==> src/rtl/tlb_pkg.sv <==
package tlb_pkg;

   typedef enum logic [1:0] {
      ACC_LOAD  = 2'd0,
      ACC_STORE = 2'd1,
      ACC_FETCH = 2'd2,
      ACC_RSVD  = 2'd3
   } acc_e;

   typedef struct packed {
      logic usr;
      logic ex;
      logic wr;
      logic rd;
   } perm_t;

   localparam int PERM_W = $bits(perm_t);

endpackage

==> src/rtl/tlb_perm.sv <==
module tlb_perm
   import tlb_pkg::*;
(
   input  perm_t perm,
   input  acc_e  acc,
   input  logic  user,
   output logic  allow
);

   logic kind_ok;

   always_comb begin
      unique case (acc)
         ACC_LOAD:  kind_ok = perm.rd;
         ACC_STORE: kind_ok = perm.wr;
         ACC_FETCH: kind_ok = perm.ex;
         default:   kind_ok = 1'b0;
      endcase
      allow = kind_ok & (~user | perm.usr);
   end

endmodule

==> src/rtl/tlb_cam.sv <==
module tlb_cam #(
   parameter int N = 8,
   parameter int W = 20,
   localparam int IW = (N > 1) ? $clog2(N) : 1
) (
   input  logic                clk,
   input  logic                rst_n,
   input  logic [N-1:0]        valid,
   input  logic [N-1:0][W-1:0] tags,
   input  logic [W-1:0]        key,
   output logic [N-1:0]        match,
   output logic                any,
   output logic [IW-1:0]       idx
);

   if (N < 2) begin : g_bad_n
      $error("tlb_cam: N must be at least 2");
   end
   if (W < 1) begin : g_bad_w
      $error("tlb_cam: W must be at least 1");
   end

   for (genvar i = 0; i < N; i++) begin : g_cmp
      assign match[i] = valid[i] & (tags[i] == key);
   end

   assign any = |match;

   always_comb begin
      idx = '0;
      for (int i = 0; i < N; i++) begin
         if (match[i]) idx = idx | IW'(i);
      end
   end

   AST_ONEHOT_MATCH: assert property (@(posedge clk) disable iff (!rst_n)
      $onehot0(match));

endmodule

==> src/rtl/tlb_lru.sv <==
module tlb_lru #(
   parameter int N = 8,
   localparam int IW = (N > 1) ? $clog2(N) : 1
) (
   input  logic          clk,
   input  logic          rst_n,
   input  logic          touch,
   input  logic [IW-1:0] touch_idx,
   input  logic [N-1:0]  valid,
   output logic [IW-1:0] victim
);

   if (N < 2) begin : g_bad_n
      $error("tlb_lru: N must be at least 2");
   end

   logic [N-1:0]  oldest;
   logic [IW-1:0] oldest_idx;

   if (N == 2) begin : g_bit
      logic lru_q;
      always_ff @(posedge clk) begin
         if (!rst_n)     lru_q <= 1'b0;
         else if (touch) lru_q <= ~touch_idx[0];
      end
      assign oldest     = {lru_q, ~lru_q};
      assign oldest_idx = lru_q;
   end else begin : g_age
      logic [N-1:0][IW-1:0] age_q;
      logic [IW-1:0]        cur_age;

      assign cur_age = age_q[touch_idx];

      always_ff @(posedge clk) begin
         if (!rst_n) begin
            for (int i = 0; i < N; i++) age_q[i] <= IW'(i);
         end else if (touch) begin
            for (int i = 0; i < N; i++) begin
               if (IW'(i) == touch_idx)    age_q[i] <= '0;
               else if (age_q[i] < cur_age) age_q[i] <= age_q[i] + 1'b1;
            end
         end
      end

      for (genvar i = 0; i < N; i++) begin : g_old
         assign oldest[i] = (age_q[i] == IW'(N - 1));
      end

      always_comb begin
         oldest_idx = '0;
         for (int i = 0; i < N; i++) begin
            if (oldest[i]) oldest_idx = oldest_idx | IW'(i);
         end
      end
   end

   always_comb begin
      victim = oldest_idx;
      for (int i = N - 1; i >= 0; i--) begin
         if (!valid[i]) victim = IW'(i);
      end
   end

   AST_ONE_OLDEST: assert property (@(posedge clk) disable iff (!rst_n)
      $countones(oldest) == 1);

endmodule

==> src/rtl/tlb_xlate.sv <==
module tlb_xlate
   import tlb_pkg::*;
#(
   parameter int ENTRIES = 8,
   parameter int VPN_W   = 20,
   parameter int PPN_W   = 20,
   parameter int OFF_W   = 12,
   localparam int IW     = (ENTRIES > 1) ? $clog2(ENTRIES) : 1,
   localparam int VA_W   = VPN_W + OFF_W,
   localparam int PA_W   = PPN_W + OFF_W
) (
   input  logic             clk,
   input  logic             rst_n,
   input  logic             flush,
   input  logic             req_valid,
   input  logic [VA_W-1:0]  req_vaddr,
   input  logic [1:0]       req_acc,
   input  logic             req_user,
   output logic             hit,
   output logic             miss,
   output logic             prot_fault,
   output logic             paddr_valid,
   output logic [PA_W-1:0]  paddr,
   output logic             ent_ref,
   output logic             ent_dirty,
   input  logic             refill_valid,
   input  logic [VPN_W-1:0] refill_vpn,
   input  logic [PPN_W-1:0] refill_ppn,
   input  logic [3:0]       refill_perm
);

   if (ENTRIES < 2) begin : g_bad_entries
      $error("tlb_xlate: ENTRIES must be at least 2");
   end
   if (OFF_W < 1 || VPN_W < 1 || PPN_W < 1) begin : g_bad_width
      $error("tlb_xlate: widths must be positive");
   end
   if (PERM_W != 4) begin : g_bad_perm
      $error("tlb_xlate: permission field must be 4 bits");
   end

   logic [ENTRIES-1:0]             valid_q;
   logic [ENTRIES-1:0]             dirty_q;
   logic [ENTRIES-1:0]             ref_q;
   logic [ENTRIES-1:0][VPN_W-1:0]  tag_q;
   logic [ENTRIES-1:0][PPN_W-1:0]  ppn_q;
   logic [ENTRIES-1:0][PERM_W-1:0] perm_q;

   logic [VPN_W-1:0]   req_vpn;
   logic [OFF_W-1:0]   req_off;
   logic [ENTRIES-1:0] match;
   logic               any_match;
   logic [IW-1:0]      hit_idx;
   logic [IW-1:0]      victim;
   logic               allow;
   logic               upd_en;
   logic               do_refill;
   logic               is_store;
   logic               lru_touch;
   logic [IW-1:0]      lru_idx;
   perm_t              sel_perm;
   acc_e               acc;

   assign req_vpn = req_vaddr[VA_W-1:OFF_W];
   assign req_off = req_vaddr[OFF_W-1:0];
   assign acc     = acc_e'(req_acc);

   tlb_cam #(.N(ENTRIES), .W(VPN_W)) u_cam (
      .clk   (clk),
      .rst_n (rst_n),
      .valid (valid_q),
      .tags  (tag_q),
      .key   (req_vpn),
      .match (match),
      .any   (any_match),
      .idx   (hit_idx)
   );

   assign sel_perm = perm_t'(perm_q[hit_idx]);

   tlb_perm u_perm (
      .perm  (sel_perm),
      .acc   (acc),
      .user  (req_user),
      .allow (allow)
   );

   assign hit         = req_valid & any_match;
   assign miss        = req_valid & ~any_match;
   assign prot_fault  = hit & ~allow;
   assign paddr_valid = hit & allow;
   assign paddr       = {ppn_q[hit_idx], req_off};
   assign ent_ref     = hit & ref_q[hit_idx];
   assign ent_dirty   = hit & dirty_q[hit_idx];

   assign do_refill = refill_valid & ~flush;
   assign upd_en    = hit & ~refill_valid & ~flush;
   assign is_store  = (acc == ACC_STORE);

   assign lru_touch = do_refill | upd_en;
   assign lru_idx   = do_refill ? victim : hit_idx;

   tlb_lru #(.N(ENTRIES)) u_lru (
      .clk       (clk),
      .rst_n     (rst_n),
      .touch     (lru_touch),
      .touch_idx (lru_idx),
      .valid     (valid_q),
      .victim    (victim)
   );

   always_ff @(posedge clk) begin
      if (!rst_n) begin
         valid_q <= '0;
         dirty_q <= '0;
         ref_q   <= '0;
         tag_q   <= '0;
         ppn_q   <= '0;
         perm_q  <= '0;
      end else if (flush) begin
         valid_q <= '0;
      end else begin
         for (int i = 0; i < ENTRIES; i++) begin
            if (do_refill && victim == IW'(i)) begin
               valid_q[i] <= 1'b1;
               dirty_q[i] <= 1'b0;
               ref_q[i]   <= 1'b0;
               tag_q[i]   <= refill_vpn;
               ppn_q[i]   <= refill_ppn;
               perm_q[i]  <= refill_perm;
            end else if (upd_en && match[i]) begin
               ref_q[i] <= 1'b1;
               if (allow && is_store) dirty_q[i] <= 1'b1;
            end
         end
      end
   end

   AST_FAULT_NO_PA: assert property (@(posedge clk) disable iff (!rst_n)
      prot_fault |-> (hit && !paddr_valid));

   AST_FLUSH_EMPTY: assert property (@(posedge clk) disable iff (!rst_n)
      flush |=> !hit);

   for (genvar i = 0; i < ENTRIES; i++) begin : g_chk
      AST_DIRTY_SET: assert property (@(posedge clk) disable iff (!rst_n)
         (hit && match[i] && paddr_valid && acc == ACC_STORE && !refill_valid && !flush)
         |=> dirty_q[i]);
      AST_REFILL_CLEAN: assert property (@(posedge clk) disable iff (!rst_n)
         (do_refill && victim == IW'(i)) |=> (valid_q[i] && !dirty_q[i] && !ref_q[i]));
   end

endmodule

==> config.mk <==
export PLATFORM = sky130hd
export DESIGN_NAME = tlb_xlate
export DESIGN_NICKNAME = d
export VERILOG_FILES = /design/src/rtl/tlb_pkg.sv /design/src/rtl/tlb_perm.sv /design/src/rtl/tlb_cam.sv /design/src/rtl/tlb_lru.sv /design/src/rtl/tlb_xlate.sv
export SDC_FILE = /design/constraint.sdc
export NUM_CORES = 1
export LEC_CHECK = 0
export BUFFER_PORTS_ARGS = -buffer_cell sky130_fd_sc_hd__buf_4
export CELL_PAD_IN_SITES_DETAIL_PLACEMENT = 2
export CELL_PAD_IN_SITES_GLOBAL_PLACEMENT = 2
export CORE_MARGIN = 5
export CORE_UTILIZATION = 41
export CTS_CLUSTER_DIAMETER = 30
export CTS_CLUSTER_SIZE = 8
export DETAILED_ROUTE_END_ITERATION = 8
export PLACE_DENSITY = 0.88
export SKIP_LAST_GASP = 1
export SLEW_MARGIN = 10
export SYNTH_ARGS = -nofsm -noshare
export SYNTH_HDL_FRONTEND = slang
export SYNTH_HIERARCHICAL = 1
export SYNTH_SLANG_ARGS = --single-unit
==> constraint.sdc <==
create_clock -name clk -period 10.1 [get_ports clk]
set_input_delay 1.515 -clock clk [delete_from_list [all_inputs] [get_ports clk]]
set_output_delay 1.515 -clock clk [all_outputs]
set_load 0.005 [all_outputs]
==> flow_metrics.tcl, run 1 <==
set metrics [dict create \
    crit_cells 15 \
    vias 21000 \
    htreeDepth 3 \
    cts_resized 0 \
    syn_inst 2399 \
    worstPathCellList "buf_4 -> xnor2_1 -> nand3_1 -> nor4_1 -> nand4_2 -> nand4_1 -> buf_4 -> mux4_2 -> nand2_1 -> nand2_1 -> nor2b_1 -> a211oi_2 -> a221oi_2 -> nor2_1 -> buf_4" \
    synth-seq-area-share_pct 38.1 \
    synth_async_sr_flop_share_pct 0 \
    ys_types 71 \
    insertion_delay_ns 0.67 \
    end_kind "output pin" \
    critical_path_class "input port to output pin" \
    clk_pin_slew_ns 0.05 \
    antenna_found_initial 1 \
    rsz0062_at_grt "no" \
    regToRegStartpoint "tag_q[72]" \
    max_slew_margin_pct 14.9 \
    clock-sinks 400 \
    cp.buffers_inverters 3 \
    rows 83 \
    start_kind "input port" \
    numCtsBuffers 102 \
    synth_top_area_cell "dfxtp_1" \
    netlist_top_cells_area "dfxtp_1 (38%), nand3_1 (8.7%), a21boi_0 (7.3%), o21ai_0 (6.4%), mux4_2 (5.8%)" \
    status "finished clean" \
    worstPathArrival_ns 5.93 \
    synth-edff-count 0 \
    power.density_mw_per_mm2 216 \
    cts_tree "built" \
    syn-cell-area_sq_mm 0.0210 \
    clockBufferDepth 3 \
    worstHoldPathCells 2 \
    tns_ns 0 \
    min_to "ref_q[2]" \
    synthTopCellsByCount "dfxtp_1 (400), nand3_1 (367), o21ai_0 (268)" \
    finalMaxSlewViolations 0 \
    critPathTopFamily "simple AND/OR/NAND/NOR gates" \
    grt_util_all_layers_pct 36.3 \
    finalWeightedCongestion 0.948 \
    worst_pin_slew_ns 1.28 \
    drc 0 \
    die_x_um 236 \
    synth-seq-cells 400 \
    final_nets 2441 \
    synth_top_area_share_pct 38.1 \
    hp-start "ref_q[2]" \
    clock_skew_ns 0.0441 \
    grt_pass1_vias 22800 \
    hold_buffers 0 \
    dp.cells 2902 \
    drive_gt1_share_pct 15.7 \
    avgSynthCellArea_sq_um 8.76 \
    synth.most_common_cell "dfxtp_1" \
    worst_hold_path_type "flip-flop to flip-flop" \
    ios 122 \
    fin_cells 3090 \
    initial_core_util_pct 41.1 \
    yosysWarnings 6 \
    drtAntennaViolNets 0 \
    via_per_inst 6.79 \
    core-area_sq_mm 0.0511 \
    reg2reg_depth 15 \
    p_total_mw 5.38 \
    totalWireLength_um 105000 \
    grt_max_degree 160 \
    grt.overflow.total 0 \
    antennaDiodeCount 0 \
    min_period_ns 7.44 \
    synthesis.nets 2514 \
    synth-main-ff-cell "dfxtp_1" \
    max_stage_delay_ns 0.62 \
    utilization_pct 48.9 \
    wl_per_cell_um 34.1 \
    crit_fanout 32 \
    worstPathRequired_ns 8.59 \
    cts_root_buffer "clkbuf_16" \
    finalHoldViolCount 0 \
    post_cts_buffers 0 \
    hpwl_um 50700 \
    worst_path_max_delay_cell "nor4_1" \
    p_leak_nw 8.44 \
    fin_worst_hold_slack_ns 0.480 \
    timing.final.crit_share_pct 73.7 \
    portBuffers 97 \
    path_common_cell "buf_4" \
    drtPass1Iterations 5 \
    area_growth_syn_to_layout_pct 18.8 \
    drt_iter0_drc 2351 \
    dieHeight_um 236 \
    grt_pass1_wl_um 158000 \
    die_area_sq_mm 0.0559 \
    r2r_slack_ns 3.76 \
    fmax_mhz 134 \
    irDropWorstVdd_mv 0.112 \
    r2r_end "u_lru/g_age.age_q[0]" \
    maxCapViolations 0 \
    setup_violations 0 \
]
[state kept, by name, indices dropped and copies added (netlist names)]
register           count
valid_q                8
ppn_q                160
tag_q                160
ref_q                  8
dirty_q                8
u_lru/g_age.age_q     24
perm_q                32
[through the flow]
stage | cell area [sq um] | setup WS [ns]
2_1_floorplan | 21000 | 4.27
3_3_place_gp | 21400 | 3.20
5_1_grt | 25000 | 2.65
6_report | 25000 | 2.66
4_1_cts | 25000 | 2.85
3_5_place_dp | 21400 | 2.90
[cell families after synthesis]
logic type | count (synthesis) | synth area share [%]
buf+inv | 320 | 7.57
mux | 70 | 6.57
fa+ha+maj | 31 | 1.85
xor+xnor | 160 | 6.67
simple gates | 605 | 14.8
flops | 400 | 38.1
compound gates | 813 | 24.5
[worst min-delay path, cell delays in order, from the launching register on]
cell,delay (ns)
dfxtp_1,0.33
a21oi_1,0.05
nor2_1,0.07
[routing by layer]
layer,GRT usage [%],part of all wire (%),vias up
met1,45.8,40,10800
li1,-,-,8472
met4,16.1,4.8,0
met2,60.4,48,1318
met5,0,0,-
met3,7.25,7.9,387
[placed cells by master, fill, tap and decap left out, types with 4 or more instances in the layout]
| master | count |
|---|---|
| clkbuf_16 | 102 |
| a21oi_1 | 33 |
| clkinvlp_4 | 5 |
| a211oi_1 | 4 |
| nand3_1 | 367 |
| nand2_1 | 99 |
| mux2i_1 | 13 |
| a21boi_1 | 148 |
| ha_1 | 31 |
| mux4_2 | 54 |
| o21a_1 | 4 |
| dfxtp_1 | 400 |
| nor2b_1 | 16 |
| xnor2_1 | 124 |
| nand2b_1 | 4 |
| nand4_1 | 30 |
| buf_4 | 125 |
| a31oi_1 | 10 |
| nor2_1 | 32 |
| a211o_1 | 7 |
| bufinv_16 | 14 |
| a21boi_0 | 204 |
| o21ai_1 | 106 |
| clkinv_2 | 15 |
| nor4_1 | 17 |
| clkbuf_8 | 21 |
| xor2_1 | 36 |
| a311o_1 | 4 |
| o21ai_0 | 268 |
| inv_1 | 15 |
| nand3b_1 | 4 |
| clkbuf_1 | 22 |
[power breakdown]
part | internal [mW] | total [mW] | switching, mW
sequential | 1.59 | 1.60 | 0.00975
clock | 2.36 | 3.51 | 1.16
combinational | 0.0874 | 0.267 | 0.180
total | 4.04 | 5.38 | 1.34
[cell type report]
class                      count  area (sq um)
clock buffer                 144          2910
inverter                      17          63.8
timing repair buffer         126           952
clock inverter                44           693
sequential                   400          8010
fill                        5231         26100
tap                          680           851
multi-input combinational   1679         11500
[how the worst max path moves through the flow]
stage | from | endpoint
4_1_cts | req_vaddr[24] | prot_fault
6_report | req_vaddr[27] | prot_fault
3_5_place_dp | req_vaddr[18] | u_lru/g_age.age_q[0]
3_3_place_gp | req_vaddr[14] | u_lru/g_age.age_q[0]
2_1_floorplan | req_vaddr[22] | u_lru/g_age.age_q[10]
5_1_grt | req_vaddr[24] | prot_fault
(Power assumes the default switching activity.)
==> run 2, diff against run 1 <==
- ABC_AREA: not set -> 1
- CORE_UTILIZATION: 41 -> 34
- PLACE_DENSITY: 0.88 -> 0.83
- clock period: 10.1 -> 7.1 ns (I/O delays scaled with it)
==> run 2 against run 1 <==
Net effect:
- sequential share of layout area rose by 0.12 points
- non-clock buffer count stayed put
- synthesized cell count grew 30%
- critical path depth grew 3
- area after synthesis shrank 4.0%
- register-to-register slack got worse by 1.8 ns
- cell count up 31%
- sequential cell count did not move
- sequential power increased by 44%
- via count up 6.7%
- largest power group unchanged
==> flow_metrics.tcl, run 2 <==
set metrics [dict create \
    status "finished clean" \
    p_comb_share_pct 6.0 \
    worstPathRequired_ns 6.03 \
    rsz0062_at_grt "no" \
    totalWireLength_um 102000 \
    regArea_sq_mm 0.00801 \
    grt_util_all_layers_pct 31.0 \
    portBuffers 97 \
    wl_per_cell_um 25.3 \
    end_kind "output pin" \
    min_period_ns 5.72 \
    drc 0 \
    pre_cts_slack_ns 1.18 \
    syn-cell-area_sq_mm 0.0202 \
    pwr-share-seq_pct 28.7 \
    sw_frac_of_total_pct 24.6 \
    initial_core_util_pct 34.3 \
    area_growth_syn_to_layout_pct 23.3 \
    layout_commonest_cell "nor2_1" \
    drtPass1Iterations 5 \
    synth-main-ff-cell "dfxtp_1" \
    p_total_mw 8.05 \
    synthTopCellsByCount "nor2_1 (981), nand2_1 (578), dfxtp_1 (400)" \
    clk_pin_slew_ns 0.05 \
    dieHeight_um 254 \
    utilization_pct 42.2 \
    clock_skew_ns 0.0247 \
    tns_ns 0 \
    maxCapViolations 0 \
    cts_root_buffer "clkbuf_16" \
    grt.overflow.total 0 \
    grt_pass1_wl_um 154000 \
    clock-sinks 400 \
    netlist_top_cells_area "dfxtp_1 (40%), nor2_1 (18%), nand2_1 (11%), o21ai_0 (7.9%), o21ai_1 (5.5%)" \
    multiInputGateArea_sq_mm 0.0103 \
    antenna_found_initial 2 \
    die_x_um 254 \
    synth-seq-cells 400 \
    ios 122 \
    synth.most_common_cell "nor2_1" \
    cts_resized 0 \
    grt_max_degree 139 \
    setup_violations 0 \
    power.density_mw_per_mm2 323 \
    switching_power_mw 1.98 \
    critical_path_class "input port to output pin" \
    synth_top_area_cell "dfxtp_1" \
    syn_inst 3127 \
    via_per_inst 5.54 \
    fin_area_sq_mm 0.0249 \
    start_kind "input port" \
    insertion_delay_ns 0.66 \
    worstPathArrival_ns 4.66 \
    final.setup.worst_slack_ns 1.38 \
    drive_gt1_share_pct 12.1 \
    placed_area_sq_mm 0.0210 \
    fin_cells 4036 \
    crit_fanout 64 \
    dp.cells 3835 \
    hold_buffers 0 \
    fmax_mhz 175 \
    worst_pin_slew_ns 1.07 \
    reg.largest.list "ppn_q: 160 flops, tag_q: 160 flops, perm_q: 32 flops" \
    avgSynthCellArea_sq_um 6.45 \
    fill_cells 6921 \
    finalMaxSlewViolations 0 \
    die_area_sq_mm 0.0643 \
    drt_iter0_drc 1138 \
    fin_worst_hold_slack_ns 0.477 \
    synth_async_sr_flop_share_pct 0 \
    ys_types 34 \
    post_cts_buffers 0 \
    p_leak_nw 10.5 \
    clockBufferDepth 3 \
    layout_common_cells "nor2_1 (981), nand2_1 (576), dfxtp_1 (400)" \
    vias 22400 \
    yosysWarnings 6 \
    drtAntennaViolNets 0 \
    finalWeightedCongestion 0.937 \
    htreeDepth 3 \
    synth-edff-count 0 \
    intPower_mw 6.07 \
    clkPwrFrac_pct 65.3 \
    cts_tree "built" \
    core-area_sq_mm 0.0589 \
    irDropWorstVdd_mv 0.204 \
    worst_hold_path_type "flip-flop to flip-flop" \
    synthesis.nets 3242 \
    grt_pass1_vias 25300 \
    synth-seq-area-share_pct 39.7 \
    max_slew_margin_pct 28.5 \
    finalHoldViolCount 0 \
    timing.final.crit_share_pct 80.6 \
    r2r_slack_ns 1.94 \
    synth_top_area_share_pct 39.7 \
    numCtsBuffers 107 \
    final_nets 3286 \
    hpwl_um 57600 \
    rows 89 \
]
[run 2: cells by family (layout without fill, tap and decap cells)]
family          after synthesis  count (layout)  share of synthesized area, %
flops                       400             400                          39.7
buf+inv                     394             528                          9.45
xor+xnor                     23              23                         0.998
other cells                   0               2                             0
fa+ha+maj                    31              31                          1.92
compound gates              606             606                          15.4
simple gates               1673            1673                          32.5
[run 2: critical path: stages]
cell and delay (ns):
buf_4 0.16, inv_2 0.12, nand2_1 0.07, nand2_1 0.08, nor2_1 0.30, nand2_1 0.11
nor2_2 0.26, nand3_2 0.18, nand4_1 0.21, buf_4 0.46, buf_4 0.70, nor2_1 0.11
nor2_1 0.15, o21ai_0 0.12, o21ai_1 0.13, nand2_1 0.10, nand2_1 0.15, buf_4 0.13
[run 2: worst paths after layout]
check	startpoint	end	cells after the start
setup / recovery	req_vaddr[26]	paddr[18]	18
hold / removal	ppn_q[44]	ppn_q[44]	2
setup reg to reg	tag_q[158]	u_lru/g_age.age_q[9]	27
hold reg to reg	ppn_q[44]	ppn_q[44]	2
[run 2: layout make-up]
cell class              count  area share (%)
multi-input cells        2333            41.3
flip-flops and latches    400            32.2
clock buffers             140            12.2
well taps                 773            3.89
repair buffers            126            3.83
clock inverters            59            3.47
inverters                 203            3.07
diodes                      2          0.0201
[run 2: per-layer routing]
layer	global-route usage [%]	wire [um]	part of all wire [%]
met5	0	0	0
met3	5.55	4660	4.6
met1	36.1	41500	41
met4	13.4	4370	4.3
met2	55.6	51500	50
[run 2: power by group through the flow]
stage	sequential, mW	combinational [mW]	clock [mW]
CTS	2.31	0.478	5.31
detailed placement	2.35	0.454	0
floorplan	2.34	0.276	0
global placement	2.35	0.428	0
global route	2.31	0.525	5.43
finish	2.31	0.483	5.25
